===== src/rtl/cyc_timer_pkg.sv =====
package cyc_timer_pkg;
  localparam int DEF_CNT_W   = 64;
  localparam int DEF_NUM_CMP = 2;
  localparam int REG_STRIDE  = 8;
  localparam int REG_SHIFT   = $clog2(REG_STRIDE);

  // Next state of a sticky interrupt: a match sets it, a slot write clears it,
  // and the set wins when both occur in the same cycle.
  function automatic logic irq_next(input logic cur, input logic hit, input logic clr);
    return hit | (cur & ~clr);
  endfunction
endpackage


===== src/rtl/cyc_counter.sv =====
module cyc_counter #(
  parameter int W = cyc_timer_pkg::DEF_CNT_W
) (
  input  logic         clk,
  input  logic         rst_n,
  output logic [W-1:0] count
);
  function automatic logic [W-1:0] step(input logic [W-1:0] v);
    return v + {{(W-1){1'b0}}, 1'b1};
  endfunction

  always_ff @(posedge clk or negedge rst_n) begin
    if (!rst_n) count <= '0;
    else        count <= step(count);
  end
endmodule


===== src/rtl/cyc_reg_decode.sv =====
module cyc_reg_decode #(
  parameter int NUM_CMP = cyc_timer_pkg::DEF_NUM_CMP,
  parameter int ADDR_W  = 5
) (
  input  logic [ADDR_W-1:0] addr,
  input  logic              wr,
  output logic [NUM_CMP:0]  sel,
  output logic [NUM_CMP-1:0] cmp_wr
);
  import cyc_timer_pkg::*;
  localparam int IDX_W = ADDR_W - REG_SHIFT;

  logic aligned;
  assign aligned = (addr[REG_SHIFT-1:0] == '0);

  for (genvar k = 0; k <= NUM_CMP; k++) begin : g_sel
    assign sel[k] = aligned && (addr[ADDR_W-1:REG_SHIFT] == IDX_W'(k));
  end

  assign cmp_wr = sel[NUM_CMP:1] & {NUM_CMP{wr}};
endmodule


===== src/rtl/cyc_cmp_unit.sv =====
module cyc_cmp_unit #(
  parameter int W = cyc_timer_pkg::DEF_CNT_W
) (
  input  logic         clk,
  input  logic         rst_n,
  input  logic [W-1:0] count,
  input  logic         wr,
  input  logic [W-1:0] wdata,
  output logic [W-1:0] cmp_q,
  output logic         hit,
  output logic         irq_q
);
  import cyc_timer_pkg::*;

  logic [W-1:0] cmp_eff;
  assign cmp_eff = wr ? wdata : cmp_q;
  assign hit     = (count == cmp_eff);

  always_ff @(posedge clk or negedge rst_n) begin
    if (!rst_n) begin
      cmp_q <= '1;
      irq_q <= 1'b0;
    end else begin
      cmp_q <= cmp_eff;
      irq_q <= irq_next(irq_q, hit, wr);
    end
  end
endmodule


===== src/rtl/cyc_timer.sv =====
module cyc_timer #(
  parameter int CNT_W   = cyc_timer_pkg::DEF_CNT_W,
  parameter int NUM_CMP = cyc_timer_pkg::DEF_NUM_CMP,
  parameter int ADDR_W  = $clog2((NUM_CMP + 1) * cyc_timer_pkg::REG_STRIDE)
) (
  input  logic               clk,
  input  logic               rst_n,
  input  logic               reg_wr,
  input  logic [ADDR_W-1:0]  reg_addr,
  input  logic [CNT_W-1:0]   reg_wdata,
  output logic [CNT_W-1:0]   reg_rdata,
  output logic [NUM_CMP-1:0] irq
);
  logic [CNT_W-1:0]              cnt_val;
  logic [NUM_CMP-1:0][CNT_W-1:0] cmp_val;
  logic [NUM_CMP-1:0]            match_vec;
  logic [NUM_CMP-1:0]            cmp_wr;
  logic [NUM_CMP:0]              rd_sel;

  cyc_counter #(.W(CNT_W)) u_cnt (
    .clk   (clk),
    .rst_n (rst_n),
    .count (cnt_val)
  );

  cyc_reg_decode #(.NUM_CMP(NUM_CMP), .ADDR_W(ADDR_W)) u_dec (
    .addr   (reg_addr),
    .wr     (reg_wr),
    .sel    (rd_sel),
    .cmp_wr (cmp_wr)
  );

  for (genvar i = 0; i < NUM_CMP; i++) begin : g_cmp
    cyc_cmp_unit #(.W(CNT_W)) u_unit (
      .clk   (clk),
      .rst_n (rst_n),
      .count (cnt_val),
      .wr    (cmp_wr[i]),
      .wdata (reg_wdata),
      .cmp_q (cmp_val[i]),
      .hit   (match_vec[i]),
      .irq_q (irq[i])
    );
  end

  always_comb begin
    reg_rdata = rd_sel[0] ? cnt_val : '0;
    for (int i = 0; i < NUM_CMP; i++) begin
      if (rd_sel[i+1]) reg_rdata = cmp_val[i];
    end
  end
endmodule


===== config.mk =====
export PLATFORM = sky130hd
export DESIGN_NAME = cyc_timer
export DESIGN_NICKNAME = d
export VERILOG_FILES = /design/src/rtl/cyc_timer_pkg.sv /design/src/rtl/cyc_counter.sv /design/src/rtl/cyc_reg_decode.sv /design/src/rtl/cyc_cmp_unit.sv /design/src/rtl/cyc_timer.sv
export SDC_FILE = /design/constraint.sdc
export NUM_CORES = 1
export LEC_CHECK = 0
export ABC_AREA = 1
export CAP_MARGIN = 20
export CORE_MARGIN = 3
export CORE_UTILIZATION = 29
export CTS_BUF_LIST = sky130_fd_sc_hd__clkbuf_8
export CTS_CLUSTER_DIAMETER = 60
export DETAILED_ROUTE_END_ITERATION = 8
export PLACE_DENSITY = 0.45
export RECOVER_POWER = 100
export SLEW_MARGIN = 5
export SYNTH_ARGS = -nofsm -noshare
export SYNTH_HDL_FRONTEND = slang
export SYNTH_SLANG_ARGS = --single-unit

===== constraint.sdc =====
create_clock -name clk -period 2.65 [get_ports clk]
set_input_delay 0.3975 -clock clk [delete_from_list [all_inputs] [get_ports clk]]
set_output_delay 0.3975 -clock clk [all_outputs]
set_load 0.005 [all_outputs]

==> flow_summary.ini <==
[cells_and_area]
regArea_um2 = 5010
fill_cells = 4593
num-nets-final = 2281
drive_gt1_share_pct = 18.0
syn2layout_area_growth_pct = 32.8
utilization_pct = 39.4
antenna_cells = 0
stdcell_count = 2798
multiInputGateArea_um2 = 6660

[routing]
vias = 13405
drtIter0Drc = 968
viasPerCell = 4.79
ant_nets = 0
wirelength_um = 49100
wl_per_cell_um = 17.6
drc_errors = 0
firstDrtPassIters = 5

[clock_tree]
cts.sinks = 194
numCtsBuffers = 17
cts_buffer_depth = 2
clkTransAtPathRegs_ps = 100
htreeDepth = 4
worstSkewPairLatency_ps = 520
root_buffer = clkbuf_8
cts_tree = done

[critical_path]
endpoint_kind = primary output
crit_path_start_kind = input pin
r2r_cells = 11
cp_max_fo = 10
path_class = input pin to primary output
critPathLaunch = reg_addr[0]
cp.arrival_ps = 2200
r2r-start = u_cnt.count[0]
crit_required_ps = 2250

[floorplanning]
die_y_um = 214
die_area_um2 = 45900
io_pins = 138
fp.dieW_um = 214
core_um2 = 42400
initial_utilization_pct = 29.7
rows = 75

[placement]
placedCellCount = 2746
io_buffers = 137
gp_congestion = 0.853
dp_hpwl_um = 36800

[timing]
fin_setup_tns_ps = 0
slew_headroom_pct = 10.8
worst_pin_slew_ps = 1340
period_needed_ps = 2600
finalHoldViolCount = 0
hold_ws_ps = 481
fin_crit_sh_pct = 98.2
fmax_ghz = 0.384
fin_worst_skew_ps = 16.4
setup_viol = 0
slew_violations = 0
rsz0062_at_grt = true

[synthesis]
yosysSeqAreaShare_pct = 39.9
ys_types = 30
synth_warnings = 0
syn_nets = 1973
synth.avg_cell_area_um2 = 6.62
synth_seq_cells = 194
netlist_area_um2 = 12600
synthCells = 1900

[global_routing]
grt_overflow = 0
grt_start_max_net_pins = 61
antenna_found_initial = 0
grt.total_usage_pct = 21.2
grt_pass1_vias = 13073
grt_pass1_wl_um = 75700

[worst_hold_path]
hold_class = input pin to flip-flop
min-delay-start = reg_wdata[62]
min_path_cells = 3

[pwr]
irDropWorstVdd_uv = 302
p_total_w = 0.00794
p_leak_nw = 8.21
power-per-cell-area_nw_per_um2 = 476

[run]
max-cap-violations = 0

[status]
status = complete, no violations
[cells in the final DEF, fill, tap and decap left out, drive strengths merged, types with 10 or more instances in the layout]
cell	n
nand2	892
o221ai	29
nor2	135
dfstp	128
clkbuf	123
nand3	222
nand4	23
clkdlybuf4s50	70
xor2	60
nor4	10
dfrtp	66
inv	186
o211ai	35
nor3	35
buf	117
dlygate4sd2	56
[where the power goes]
| group | switching (W) | internal, W |
|---|---|---|
| clock | 0.00120 | 0.000828 |
| combinational | 0.00116 | 0.000920 |
| sequential | 0.000237 | 0.00359 |
| total | 0.00260 | 0.00534 |
[layout make-up]
| type | instances | area share, % |
|---|---|---|
| sequential | 194 | 30.0 |
| tap | 577 | 4.32 |
| multi-input combinational | 1452 | 39.9 |
| clock inverter | 15 | 0.869 |
| inverter | 185 | 4.16 |
| clock buffer | 17 | 1.40 |
| timing repair buffer | 358 | 19.3 |
[state kept, by name, indices dropped and copies added, names as in the netlist]
name	count
g_cmp.u_unit.irq_q	2
u_cnt.count	64
g_cmp.u_unit.cmp_q	128
[final timing paths]
check                                            end  slack (ps)
setup / recovery                       reg_rdata[19]          50
hold / removal             g_cmp[0].u_unit.cmp_q[62]         480
setup reg to reg                     u_cnt.count[60]          90
hold reg to reg            g_cmp[0].u_unit.cmp_q[16]         500
max in group asynchronous             u_cnt.count[3]         310
min in group asynchronous            u_cnt.count[29]         710
[cell usage after synthesis (all sizes together)]
cell type	instances	area, um^2
clkbuf	32	120
o221ai	29	254
nor4	10	75.1
nand2	892	3350
o211ai	35	263
and3	2	12.5
nand4	23	150
a21oi	3	15.0
dfrtp	66	1650
nor2	135	544
inv	183	687
buf	37	206
clkinv	2	7.51
ha	1	12.5
xor2	60	526
nand3	222	1120
nand3b	4	30.0
nor3	35	180
dfstp	128	3360
nor3b	1	7.51
[cells by family after synthesis]
kind of cell | synth area share [%]
flops | 39.9
xor+xnor | 4.18
buf+inv | 8.12
compound gates | 4.23
simple gates | 43.5
fa+ha+maj | 0.0994
[metrics by stage]
| stage | instance area (um^2) | setup WS (ps) |
|---|---|---|
| after CTS | 16800 | -101 |
| final | 16700 | 47.9 |
| after global routing | 16700 | -56.6 |
| after floorplan | 12600 | 607 |
| after global placement | 16200 | -291 |
| after detailed placement | 16200 | -316 |
[worst max-delay path, cell delays in order]
cell             delay, ps
clkdlybuf4s50_1        440
nor2_4                 170
nand4_1                170
buf_12                 190
buf_12                 150
buf_4                  140
o211ai_1               340
buf_2                  200
[per-layer routing]
| layer | vias up | track usage, % | routed length [um] | part of all wire [%] |
|---|---|---|---|---|
| met2 | 314 | 33.5 | 21900 | 45 |
| met5 | - | 0 | 0 | 0 |
| li1 | 6648 | - | - | - |
| met3 | 44 | 3.53 | 2610 | 5.3 |
| met1 | 6399 | 30.1 | 23800 | 48 |
| met4 | 0 | 5.32 | 775 | 1.6 |
[what timing repair did]
| action | in CTS | in global routing |
|---|---|---|
| gates cloned | 1 | 1 |
| hold buffers | 1 | 0 |
| pin swaps | 1 | 4 |
| endpoints found under the hold margin | 22 | 0 |
| setup buffers | 13 | 4 |
| resized for setup | 87 | 17 |
| setup endpoints to repair | 64 | 5 |
Note: power is estimated with default switching activity, not from simulation.
